$ cat src/rtl/sgpio_led_pkg.sv
package sgpio_led_pkg;

   typedef enum logic [2:0] {
      PH_IDLE = 3'd0,
      PH_PRE  = 3'd1,
      PH_LOAD = 3'd2,
      PH_DATA = 3'd3,
      PH_POST = 3'd4
   } frame_phase_t;

   // offsets of the three status bits inside one slot
   localparam int unsigned BIT_ACT = 0;
   localparam int unsigned BIT_LOC = 1;
   localparam int unsigned BIT_FLT = 2;
   localparam int unsigned BITS_PER_SLOT = 3;

endpackage

$ cat src/rtl/sgpio_led_pattern.sv
module sgpio_led_pattern #(
   parameter int unsigned MAX_PORTS = 8,
   parameter int unsigned PW        = 4,
   parameter int unsigned SW        = 3
) (
   input  logic                        clk,
   input  logic                        rst_n,
   input  logic                        upd_valid,
   input  logic [PW-1:0]               upd_port,
   input  logic [2:0]                  upd_status,
   input  logic [PW-1:0]               nports_eff,
   input  logic [MAX_PORTS*SW-1:0]     slot_map,
   output logic [3*MAX_PORTS-1:0]      pattern,
   output logic                        upd_accept,
   output logic                        upd_err
);
   import sgpio_led_pkg::*;

   logic [SW-1:0] slot_sel;
   logic          port_in_range;
   logic          slot_in_range;

   always_comb begin
      slot_sel = '0;
      for (int p = 0; p < int'(MAX_PORTS); p++) begin
         if (upd_port == PW'(p)) slot_sel = slot_map[p*SW +: SW];
      end
      port_in_range = (upd_port < nports_eff);
      slot_in_range = (PW'(slot_sel) < nports_eff);
   end

   assign upd_accept = upd_valid && port_in_range && slot_in_range;

   always_ff @(posedge clk or negedge rst_n) begin
      if (!rst_n) upd_err <= 1'b0;
      else        upd_err <= upd_valid && !(port_in_range && slot_in_range);
   end

   for (genvar s = 0; s < int'(MAX_PORTS); s++) begin : g_slot
      logic [BITS_PER_SLOT-1:0] field_q;
      always_ff @(posedge clk or negedge rst_n) begin
         if (!rst_n)                                  field_q <= '0;
         else if (upd_accept && slot_sel == SW'(s))   field_q <= upd_status;
      end
      assign pattern[BITS_PER_SLOT*s +: BITS_PER_SLOT] = field_q;
   end

endmodule

$ cat src/rtl/sgpio_led_frame_seq.sv
module sgpio_led_frame_seq #(
   parameter int unsigned MAX_PORTS   = 8,
   parameter int unsigned PW          = 4,
   parameter int unsigned CNT_W       = 4,
   parameter int unsigned HALF_CYCLES = 2500
) (
   input  logic                       clk,
   input  logic                       rst_n,
   input  logic                       start_req,
   input  logic [3*MAX_PORTS-1:0]     pattern,
   input  logic [PW-1:0]              nports_eff,
   input  logic [CNT_W-1:0]           cfg_pre,
   input  logic [CNT_W-1:0]           cfg_post,
   output logic                       busy,
   output logic                       led_clk,
   output logic                       led_load,
   output logic                       led_data
);
   import sgpio_led_pkg::*;

   localparam int unsigned PAT_W  = 3 * MAX_PORTS;
   localparam int unsigned HCW    = (2*HALF_CYCLES > 1) ? $clog2(2*HALF_CYCLES) : 1;
   localparam int unsigned BCW    = $clog2(PAT_W + 1);
   localparam int unsigned ICW    = (CNT_W > BCW) ? CNT_W : BCW;

   frame_phase_t      phase;
   logic [HCW-1:0]    half_cnt;
   logic [ICW-1:0]    item_cnt;
   logic [PAT_W-1:0]  shreg;
   logic              pending;
   logic [ICW-1:0]    nbits;
   logic              cyc_last;

   assign nbits    = ICW'(nports_eff) * ICW'(3);
   assign cyc_last = (half_cnt == HCW'(2*HALF_CYCLES - 1));

   always_ff @(posedge clk or negedge rst_n) begin
      if (!rst_n) begin
         phase    <= PH_IDLE;
         half_cnt <= '0;
         item_cnt <= '0;
         shreg    <= '0;
         pending  <= 1'b0;
      end else begin
         pending <= pending | start_req;
         if (phase == PH_IDLE) begin
            if (pending) begin
               pending  <= start_req;
               shreg    <= pattern;
               half_cnt <= '0;
               if (cfg_pre != '0) begin
                  phase    <= PH_PRE;
                  item_cnt <= ICW'(cfg_pre) - ICW'(1);
               end else begin
                  phase    <= PH_LOAD;
               end
            end
         end else if (!cyc_last) begin
            half_cnt <= half_cnt + HCW'(1);
         end else begin
            half_cnt <= '0;
            case (phase)
               PH_PRE: begin
                  if (item_cnt == '0) phase <= PH_LOAD;
                  else                item_cnt <= item_cnt - ICW'(1);
               end
               PH_LOAD: begin
                  if (nbits != '0) begin
                     phase    <= PH_DATA;
                     item_cnt <= nbits - ICW'(1);
                  end else if (cfg_post != '0) begin
                     phase    <= PH_POST;
                     item_cnt <= ICW'(cfg_post) - ICW'(1);
                  end else begin
                     phase    <= PH_IDLE;
                  end
               end
               PH_DATA: begin
                  shreg <= shreg >> 1;
                  if (item_cnt != '0) begin
                     item_cnt <= item_cnt - ICW'(1);
                  end else if (cfg_post != '0) begin
                     phase    <= PH_POST;
                     item_cnt <= ICW'(cfg_post) - ICW'(1);
                  end else begin
                     phase    <= PH_IDLE;
                  end
               end
               PH_POST: begin
                  if (item_cnt == '0) phase <= PH_IDLE;
                  else                item_cnt <= item_cnt - ICW'(1);
               end
               default: phase <= PH_IDLE;
            endcase
         end
      end
   end

   assign busy     = (phase != PH_IDLE);
   assign led_clk  = !busy || (half_cnt >= HCW'(HALF_CYCLES));
   assign led_load = !busy || (phase == PH_LOAD);
   assign led_data = !busy || ((phase == PH_DATA) && shreg[0]);

endmodule

$ cat src/rtl/sgpio_led_shifter.sv
module sgpio_led_shifter #(
   parameter int unsigned MAX_PORTS   = 8,
   parameter int unsigned CNT_W       = 4,
   parameter int unsigned HALF_CYCLES = 2500,
   parameter int unsigned PW          = $clog2(MAX_PORTS + 1),
   parameter int unsigned SW          = (MAX_PORTS > 1) ? $clog2(MAX_PORTS) : 1
) (
   input  logic                       clk,
   input  logic                       rst_n,
   input  logic                       upd_valid,
   input  logic [PW-1:0]              upd_port,
   input  logic                       upd_act,
   input  logic                       upd_loc,
   input  logic                       upd_flt,
   input  logic [PW-1:0]              cfg_nports,
   input  logic [CNT_W-1:0]           cfg_pre,
   input  logic [CNT_W-1:0]           cfg_post,
   input  logic [MAX_PORTS*SW-1:0]    cfg_slot_map,
   output logic                       upd_err,
   output logic                       led_clk,
   output logic                       led_load,
   output logic                       led_data
);
   import sgpio_led_pkg::*;

   localparam int unsigned PAT_W = BITS_PER_SLOT * MAX_PORTS;

   if (MAX_PORTS < 1 || MAX_PORTS > 64) begin : g_chk_ports
      $error("MAX_PORTS must lie in 1..64");
   end
   if (HALF_CYCLES < 1) begin : g_chk_half
      $error("HALF_CYCLES must be at least 1");
   end
   if (CNT_W < 1) begin : g_chk_cnt
      $error("CNT_W must be at least 1");
   end

   logic [PW-1:0]    nports_eff;
   logic [PAT_W-1:0] pattern;
   logic             upd_accept;
   logic             frame_busy;
   logic [2:0]       upd_status;

   assign nports_eff = (cfg_nports > PW'(MAX_PORTS)) ? PW'(MAX_PORTS) : cfg_nports;

   always_comb begin
      upd_status          = '0;
      upd_status[BIT_ACT] = upd_act;
      upd_status[BIT_LOC] = upd_loc;
      upd_status[BIT_FLT] = upd_flt;
   end

   sgpio_led_pattern #(
      .MAX_PORTS (MAX_PORTS),
      .PW        (PW),
      .SW        (SW)
   ) u_pattern (
      .clk        (clk),
      .rst_n      (rst_n),
      .upd_valid  (upd_valid),
      .upd_port   (upd_port),
      .upd_status (upd_status),
      .nports_eff (nports_eff),
      .slot_map   (cfg_slot_map),
      .pattern    (pattern),
      .upd_accept (upd_accept),
      .upd_err    (upd_err)
   );

   sgpio_led_frame_seq #(
      .MAX_PORTS   (MAX_PORTS),
      .PW          (PW),
      .CNT_W       (CNT_W),
      .HALF_CYCLES (HALF_CYCLES)
   ) u_seq (
      .clk        (clk),
      .rst_n      (rst_n),
      .start_req  (upd_accept),
      .pattern    (pattern),
      .nports_eff (nports_eff),
      .cfg_pre    (cfg_pre),
      .cfg_post   (cfg_post),
      .busy       (frame_busy),
      .led_clk    (led_clk),
      .led_load   (led_load),
      .led_data   (led_data)
   );

endmodule

$ cat config.mk
export PLATFORM = sky130hd
export DESIGN_NAME = sgpio_led_shifter
export DESIGN_NICKNAME = d
export VERILOG_FILES = /design/src/rtl/sgpio_led_pkg.sv /design/src/rtl/sgpio_led_pattern.sv /design/src/rtl/sgpio_led_frame_seq.sv /design/src/rtl/sgpio_led_shifter.sv
export SDC_FILE = /design/constraint.sdc
export NUM_CORES = 1
export LEC_CHECK = 0
export BUFFER_PORTS_ARGS = -buffer_cell sky130_fd_sc_hd__buf_2
export CORE_AREA = 2 2 83 93
export CTS_BUF_LIST = sky130_fd_sc_hd__clkbuf_4 sky130_fd_sc_hd__clkbuf_8
export CTS_CLUSTER_SIZE = 14
export DETAILED_ROUTE_END_ITERATION = 16
export DIE_AREA = 0 0 85 95
export GPL_TIMING_DRIVEN = 1
export PLACE_DENSITY = 0.86
export SLEW_MARGIN = 20
export SYNTH_ARGS = -nofsm -noshare
export SYNTH_HDL_FRONTEND = slang
export SYNTH_SLANG_ARGS = --single-unit
$ cat constraint.sdc
create_clock -name clk -period 4.5 [get_ports clk]
set_input_delay 0.675 -clock clk [delete_from_list [all_inputs] [get_ports clk]]
set_output_delay 0.675 -clock clk [all_outputs]
set_load 0.05 [all_outputs]
Word-level counts from Yosys, hierarchy flattened
Index checks and enable logic that the tools add are counted.
Word-level totals
  flip-flop bits (word level): 71
  word-level logic and storage cells: 121
  input bits: 46
Cells by class
  multiply operators: 1
  $add $sub $neg: 5
  equality and inequality tests: 25
  reduce and logical (&&, ||, !) cells: 34
  mux-type cells: 37
  bitwise operators: 1
  $lt $le $gt $ge: 4
Operator list (count)
  2-to-1 mux 24 bit: 4
  2-to-1 mux 3 bit: 16
  2-to-1 mux 5 bit: 8
  2-to-1 mux 13 bit: 3
  equality test 4 x 3 -> 1 bit, second input constant: 4
  equality test 3 bit, second input constant: 5
  one-hot mux 5 bit (3 select lines): 1
  adder 13 x 1 -> 13 bit, second input constant: 1
  equality test 13 bit, second input constant: 1
  >= comparator 13 x 12 -> 1 bit, second input constant: 1
  logical AND 1 bit: 13
  equality test 3 x 2 -> 1 bit, second input constant: 4
  one-hot mux 3 bit (4 select lines): 1
  nonzero test 4 bit: 3
  AND reduction 5 bit: 2
  nonzero test 5 bit: 2
  subtractor 4 x 1 -> 5 bit, second input constant: 2
  subtractor 5 x 1 -> 5 bit, second input constant: 2
  equality test 4 x 2 -> 1 bit, second input constant: 2
  equality test 3 x 1 -> 1 bit, second input constant: 2
  logical NOT 3 bit: 2
  inequality test 3 x 1 -> 1 bit, second input constant: 2
  inequality test 3 x 2 -> 1 bit, second input constant: 2
  logical NOT 5 bit: 1
  other kinds (18): 23

Depth between registers and ports, before layout
Gate-level depths: netlist of the first run.
  depth in word-level cells: 14
  mapped depth: 14

Modules after synthesis
A second synthesis of the first run with hierarchy kept.
Second synthesis, totals
  cell total of the unflattened synthesis: 506
  area, all modules: 4474.3 um^2
Modules (own cells, without submodules)
  sgpio_led_frame_seq: area an instance 2975.4 um^2, seq. area each 1151.1 um^2, cells an instance 372, times used 1
  sgpio_led_pattern: area an instance 1476.4 um^2, seq. area each 625.6 um^2, cells an instance 130, times used 1
  sgpio_led_shifter: area an instance 22.5 um^2, seq. area each 0.0 um^2, cells an instance 4, times used 1

Worst setup path before layout of the first run
OpenSTA, ideal clock, no wires.
  kind: in2reg
  start point: in upd_port[0]
  end point: reg u_pattern.g_slot[7].field_q[0]
  arrival: 2.980 ns
  stages: 13
  data required time: 4.372 ns
  buffers on the path: 2
  setup slack: 1.393 ns
  setup time: 0.128 ns
  cell sequence: buf_6 > mux4_2 > nor2b_1 > or2_1 > buf_4 > inv_2 > ha_1 > o21ai_0 > nand2_1 > nand2_1 > nand2b_4 > nor4b_4 > mux2_1
On the way
  word-level cells in the longest chain between the ends: 12
  elaborated cells on any way between the ends: 22
  those cells by class: order compare: 2; eq/ne: 8; mux: 8; reduce/logical: 4
Ends and longest elaborated chain
  start, declared: line sgpio_led_shifter.sv:11  | input logic [PW-1:0] upd_port,
  logical NOT 4 bit: line sgpio_led_pattern.sv:26  | if (upd_port == PW'(p)) slot_sel = slot_map[p*SW +: SW];
  2-to-1 mux 3 bit (8 in a row): line sgpio_led_pattern.sv:26
  less-than comparator 3 x 4 -> 1 bit: line sgpio_led_pattern.sv:29  | slot_in_range = (PW'(slot_sel) < nports_eff);
  logical AND 1 bit: line sgpio_led_pattern.sv:32  | assign upd_accept = upd_valid && port_in_range && slot_in_range;
  logical AND 1 bit *: line sgpio_led_pattern.sv:43  | else if (upd_accept && slot_sel == SW'(s)) field_q <= upd_status;
  end signal, assigned: line sgpio_led_pattern.sv:43
  end, declared: line sgpio_led_pattern.sv:40  | logic [BITS_PER_SLOT-1:0] field_q;
Mark *: on every way between the ends. The rest lies on a longest branch, timed or not.
A chain may end at the register's enable or synchronous reset.

Final worst setup path of the first run
  start point: in upd_port[0]
  end point: reg u_pattern.g_slot[2].field_q[1]
On the way
  word-level cells in the longest chain between the ends: 12
  elaborated cells on any way between the ends: 22
  those cells by class: order compare: 2; eq/ne: 8; mux: 8; reduce/logical: 4
Ends and longest elaborated chain (line)
  logical NOT 4 bit: sgpio_led_pattern.sv:26
  2-to-1 mux 3 bit (8 in a row): sgpio_led_pattern.sv:26
  less-than comparator 3 x 4 -> 1 bit: sgpio_led_pattern.sv:29
  logical AND 1 bit: sgpio_led_pattern.sv:32
  logical AND 1 bit *: sgpio_led_pattern.sv:43
  end signal, assigned: sgpio_led_pattern.sv:43
  end, declared: sgpio_led_pattern.sv:40
Marked as above.

==> results of run 1 <==
cell usage after synthesis (6+ instances only):
library cell  count  area share, %
nand2b_1         10            1.4
ha_1             14            3.9
dfrtp_1          71             39
mux2_2           22            5.5
mux2i_1           6            1.3
buf_2            11            1.2
nor3_1           10            1.1
o21ai_0          31            3.4
nand3_1           7           0.77
a31oi_1          28            3.9
and3_1            6           0.83
a21oi_1          26            2.9
nand2_1          71            5.9
nor2_1           50            4.1
clkbuf_1         13            1.1
inv_1            20            1.7
xor2_1            7            1.4
kinds of logic after synthesis:
kind of cell	after synthesis
muxes	32
DFF	71
and+or+nand+nor	197
adders and majority gates	15
buffers and inverters	50
AOI/OAI and AO/OA	133
xor gates and xnor gates	8
worst max-delay path: cells and delay by family:
kind	cells	cell delay, ns
compound gates	2	0.23
fa+ha+maj	1	0.30
buf+inv	2	0.38
mux	2	0.88
simple gates	5	1.03
worst paths after layout:
check | cells after the start | to | slack, ns | from
hold / removal | 1 | u_seq.half_cnt[12] | 0.40 | rst_n
setup reg to reg | 5 | u_seq.phase[1] | 1.97 | u_seq.phase[2]
hold reg to reg | 1 | u_pattern.g_slot[7].field_q[1] | 0.51 | u_pattern.g_slot[7].field_q[1]
max in group asynchronous | 2 | u_pattern.g_slot[7].field_q[2] | 3.14 | rst_n
min in group clk | 1 | u_pattern.g_slot[7].field_q[1] | 0.51 | u_pattern.g_slot[7].field_q[1]
setup / recovery | 12 | u_pattern.g_slot[2].field_q[1] | 1.25 | upd_port[0]
layout by cell type, fill, tap and decap left out, types with 14 or more instances in the layout:
cell type / count
nand2_1: 71
dfrtp_1: 71
nor2_1: 49
buf_2: 49
o21ai_0: 31
a31oi_1: 28
a21oi_1: 25
mux2_2: 22
inv_1: 20
ha_1: 14
final cells by class:
cell class                 count  share of cell area, %
clock buffer                   9                   2.48
clock inverter                 7                   1.23
inverter                      21                   1.58
multi-input combinational    385                   51.0
sequential                    71                   35.6
tap                           87                   2.18
timing repair buffer          53                   5.92
routing by layer:
layer	global-route usage [%]	vias to the layer above	wire, µm
li1	-	1890	-
met1	33.4	1862	4410
met2	45.1	99	4920
met3	4.90	21	463
met4	10.2	0	193
met5	0	-	0
power groups by stage:
stage	logic, W	registers, W	clock network [W]
6_report	0.00144	0.00113	0.000485
4_1_cts	0.00140	0.00112	0.000493
3_3_place_gp	0.00133	0.00112	0
5_1_grt	0.00161	0.00116	0.000517
2_1_floorplan	0.00118	0.00102	0
3_5_place_dp	0.00139	0.00113	0
through the flow:
step	hold WS, ns	setup slack, ns	power [W]
6_report	0.405	1.25	0.00306
4_1_cts	0.419	1.27	0.00302
3_3_place_gp	0.479	0.988	0.00245
3_5_place_dp	0.481	0.920	0.00253
2_1_floorplan	0.379	1.39	0.00219
5_1_grt	0.466	1.02	0.00328
state kept, by name (all words and copies together), names as in the netlist:
signal,flops
u_seq.shreg,24
u_seq.half_cnt,13
u_pattern.g_slot.field_q,24
u_pattern.upd_err,1
u_seq.phase,3
u_seq.pending,1
u_seq.item_cnt,5
==> impl_metrics.yaml, run 1 <==
die:
  fp-row-count: 33
  ios: 50
  dieArea_mm2: 0.00808
  die_height_um: 95
  fp.dieW_um: 85
  core_mm2: 0.00723
  start_util_pct: 62.7
synth:
  netlist_area_mm2: 0.00453
  synth_xor_area_share_pct: 1.55
  synth-compound-area-share_pct: 19.0
  syn_avg_cell_area_um2: 8.96
  synthCells: 506
  synthMuxAreaShare_pct: 8.03
  synth_top_family_by_area: "simple AND/OR/NAND/NOR gates"
  synth-main-ff-cell: "dfrtp_1"
  synthSimpleGateAreaFrac_pct: 23.0
  synth_seq_cells: 71
  synth-edff-count: 0
  synth_nets: 567
  synth_warnings: 0
  synthAdderAreaFrac_pct: 4.31
  synth_cell_types: 75
  synth-async-reset-ratio_pct: 100
  ys_seq_area_share_pct: 39.2
setup_path:
  cpMostUsedCell: "nor2b_1"
  crit_type: "in -> reg"
  cp_slowest_cell: "mux4_2"
  cp-start-kind: "primary input"
  end_kind: "register"
  arrival_ns: 3.49
  crit_chain: "buf_2 -> mux4_2 -> nor2b_1 -> or2_1 -> inv_2 -> ha_1 -> nor2b_1 -> o21ai_0 -> a21oi_1 -> nor2_1 -> nand4bb_1 -> mux2_2"
  critical_path.max_stage_delay_ns: 0.54
  worstPathRequired_ns: 4.74
  path_max_fanout: 19
sta:
  hold_viol: 0
  worstMarginPinSlew_ns: 0.840
  rsz0062_at_grt: "false"
  max_freq_mhz: 308
  slew_headroom_pct: 43.8
  setup_viol: 0
  min_period_over_period_pct: 72.1
  tns_ns: 0
  skew_ns: 0.00938
  layout_min_cycle_time_ns: 3.25
  finalMaxSlewViolations: 0
place:
  port_buffers: 49
  place_congestion: 0.914
  placed_cell_area_mm2: 0.00478
  dp_hpwl_mm: 6.92
  dp.cells: 616
status:
  status: "finished clean"
clock_network:
  cts_buffer_depth: 2
  cts_setup_buffers: 0
  cts_tree: "done"
  insertion_delay_ns: 0.36
  cts-resized-gates: 0
  cts_root_buf: "clkbuf_8"
  cts_made_buffers: 9
  cts_sinks: 71
  postCtsHoldBufs: 0
  htreeDepth: 3
  clkSlewWorstSetupHoldPaths_ns: 0.08
route:
  drt-initial-drc-count: 270
  routed_via_density: 6.12
  dr.pass1.iters: 5
  vias: 3872
  wl_per_cell_um: 15.8
  ant_nets: 0
  drc: 0
  routed_wl_mm: 9.98
global_route:
  grt_use_total_pct: 26.4
  grt_pass1_wl_mm: 17.0
  antenna_found_initial: 0
  grt_max_degree: 49
  grt-ovfl-total: 0
  grt_pass1_vias: 3791
pwr:
  power_density_mw_per_mm2: 613
  pwr-share-seq_pct: 37.0
  p_sw_share_pct: 45.3
  p_int_w: 0.00167
  pwr-share-clk_pct: 15.9
  cellLeakagePower_nw: 2.23
  ir_drop_v: 0.000742
  power_switching_w: 0.00138
  combinationalPowerShare_pct: 47.1
layout:
  antenna_cells: 0
  area_growth_pct: 10.1
  fin_cells: 633
  drive_gt1_share_pct: 20.3
  regArea_mm2: 0.00178
  fin_util_pct: 69.1
  stdcell_area_mm2: 0.00499
  fillers: 529
  multiInputGateArea_mm2: 0.00254
  nets: 602
worst_hold_path:
  holdCritPathClass: "in -> async"
job:
  cap_violations: 0
Power figures use the tool's default switching activity.
==> run 2: changes to the inputs <==
--- a/config.mk
+++ b/config.mk
@@ -6,13 +6,13 @@
 export NUM_CORES = 1
 export LEC_CHECK = 0
 export BUFFER_PORTS_ARGS = -buffer_cell sky130_fd_sc_hd__buf_2
-export CORE_AREA = 2 2 83 93
+export CORE_AREA = 2 2 90 101
 export CTS_BUF_LIST = sky130_fd_sc_hd__clkbuf_4 sky130_fd_sc_hd__clkbuf_8
 export CTS_CLUSTER_SIZE = 14
 export DETAILED_ROUTE_END_ITERATION = 16
-export DIE_AREA = 0 0 85 95
+export DIE_AREA = 0 0 92 103
 export GPL_TIMING_DRIVEN = 1
-export PLACE_DENSITY = 0.86
+export PLACE_DENSITY = 0.77
 export SLEW_MARGIN = 20
 export SYNTH_ARGS = -nofsm -noshare
 export SYNTH_HDL_FRONTEND = slang
==> constraint.sdc (replaced) <==
create_clock -name clk -period 2.7 [get_ports clk]
set_input_delay 0.405 -clock clk [delete_from_list [all_inputs] [get_ports clk]]
set_output_delay 0.405 -clock clk [all_outputs]
set_load 0.05 [all_outputs]
==> impl_metrics.yaml, run 2 (synthesis gave the netlist of run 1 again) <==
die:
  fp.dieW_um: 92
  dieArea_mm2: 0.00948
  core_mm2: 0.00856
  ios: 50
  die_height_um: 103
  fp-row-count: 36
  start_util_pct: 53.0
place:
  dp_hpwl_mm: 7.50
  dp.cells: 679
  place_congestion: 0.936
  port_buffers: 49
clock_network:
  cts-resized-gates: 0
  htreeDepth: 3
  insertion_delay_ns: 0.34
  cts_made_buffers: 9
  cts_root_buf: "clkbuf_8"
  clkSlewWorstSetupHoldPaths_ns: 0.08
  cts_buffer_depth: 2
  postCtsHoldBufs: 0
  cts_setup_buffers: 0
  cts_sinks: 71
  cts_tree: "done"
layout:
  nets: 637
  drive_gt1_share_pct: 26.5
  mostFrequentLayoutCells: "dfrtp_1 (71), nand2_1 (69), nor2_1 (49), buf_2 (49), buf_4 (36)"
  layout_commonest_cell: "dfrtp_1"
  fin_cells: 695
  top_regs: "u_pattern.g_slot.field_q (24), u_seq.shreg (24), u_seq.half_cnt (13)"
  antenna_cells: 0
  area_growth_pct: 17.9
global_route:
  grt_pass1_wl_mm: 17.9
  grt_max_degree: 49
  grt.met3_usage_pct: 3.80
  grt-ovfl-total: 0
  grt_use_total_pct: 23.1
  grt.busiest_layer: "met2"
  grt_pass1_vias: 3998
  antenna_found_initial: 0
  grt.met1_usage_pct: 28.8
  use_met2_pct: 41.0
route:
  drc: 0
  dr.pass1.iters: 5
  routed_via_density: 5.74
  ant_nets: 0
  wl_per_cell_um: 14.6
  routed_wl_mm: 10.1
  vias: 3992
  drt-initial-drc-count: 204
setup_path:
  path_max_fanout: 4
  cp-start-kind: "primary input"
  end_kind: "register"
  worstPathRequired_ns: 2.93
  arrival_ns: 2.73
  crit_type: "in -> reg"
pwr:
  p_total_w: 0.00514
  power_density_mw_per_mm2: 963
  cellLeakagePower_nw: 2.41
  ir_drop_v: 0.000502
sta:
  max_freq_mhz: 399
  worstMarginPinSlew_ns: 0.713
  skew_ns: 0.00936
  slew_headroom_pct: 52.4
  min_period_over_period_pct: 92.9
  rsz0062_at_grt: "false"
  layout_min_cycle_time_ns: 2.51
  hold_viol: 0
  setup_viol: 0
  finalMaxSlewViolations: 0
worst_hold_path:
  holdCritPathClass: "in -> async"
status:
  status: "finished clean"
job:
  cap_violations: 0
run 2: cell types whose count changed in the layout (fill, tap and decap cells not counted), sizes merged:
cell / change
buf: +35
inv: -3
clkinvlp: +1
clkinv: +1
clkbuf: +1
run 2: worst max-delay path, cell delays in order:
cell	delay, ns
buf_2	0.12
mux4_2	0.50
nor2b_1	0.11
or2_1	0.16
inv_4	0.05
ha_4	0.26
nor2b_1	0.11
o21ai_0	0.09
a21oi_1	0.19
nor2_1	0.07
buf_4	0.16
nand4b_1	0.16
mux2_2	0.35
run 2: path summary, 6_finish.rpt:
check / start / to / slack (ns) / depth (start not counted)
hold reg to reg: u_pattern.g_slot[7].field_q[2] / u_pattern.g_slot[7].field_q[2] / 0.50 / 1
max in group asynchronous: rst_n / u_pattern.g_slot[7].field_q[0] / 1.91 / 2
setup / recovery: upd_port[0] / u_pattern.g_slot[0].field_q[2] / 0.19 / 13
setup reg to reg: u_seq.item_cnt[0] / u_seq.item_cnt[2] / 0.25 / 8
hold / removal: rst_n / u_seq.item_cnt[1] / 0.1 / 1
min in group clk: upd_valid / u_pattern.upd_err / 0.30 / 2
run 2: metrics by stage:
stage	setup TNS (ns)	hold slack, ns	utilization [%]	instance area, µm²	setup slack, ns
after CTS	0	0.119	62.4	5340	0.186
after detailed placement	-2.51	0.476	60.3	5160	-0.154
after global routing	0	0.154	62.4	5340	0.0413
after global placement	-0.965	0.476	60.3	5160	-0.0645
after floorplan	-0.0374	0.109	-	4590	-0.0125
final	0	0.0996	62.4	5340	0.192
run 2: layout make-up:
cell class / count / area (µm²)
timing repair buffer: 88 / 576
sequential: 71 / 1780
clock inverter: 6 / 45.0
tap: 114 / 143
fill: 730 / 3220
inverter: 21 / 81.3
clock buffer: 10 / 138
multi-input combinational: 385 / 2580
run 2: routing by layer:
layer  wire [µm]  vias up  part of all wire [%]
met4         160        0                   1.6
met1        4450     1886                    44
met3         479       23                   4.7
li1            -     1960                     -
met2        5040      123                    50
met5           0        -                     0
run 2: where the power goes:
part | switching, W | leakage, nW | internal, W
Clock | 0.000430 | 0.0849 | 0.000361
Sequential | 0.000288 | 0.878 | 0.00148
Combinational | 0.00154 | 1.44 | 0.00104
Total | 0.00226 | 2.41 | 0.00289
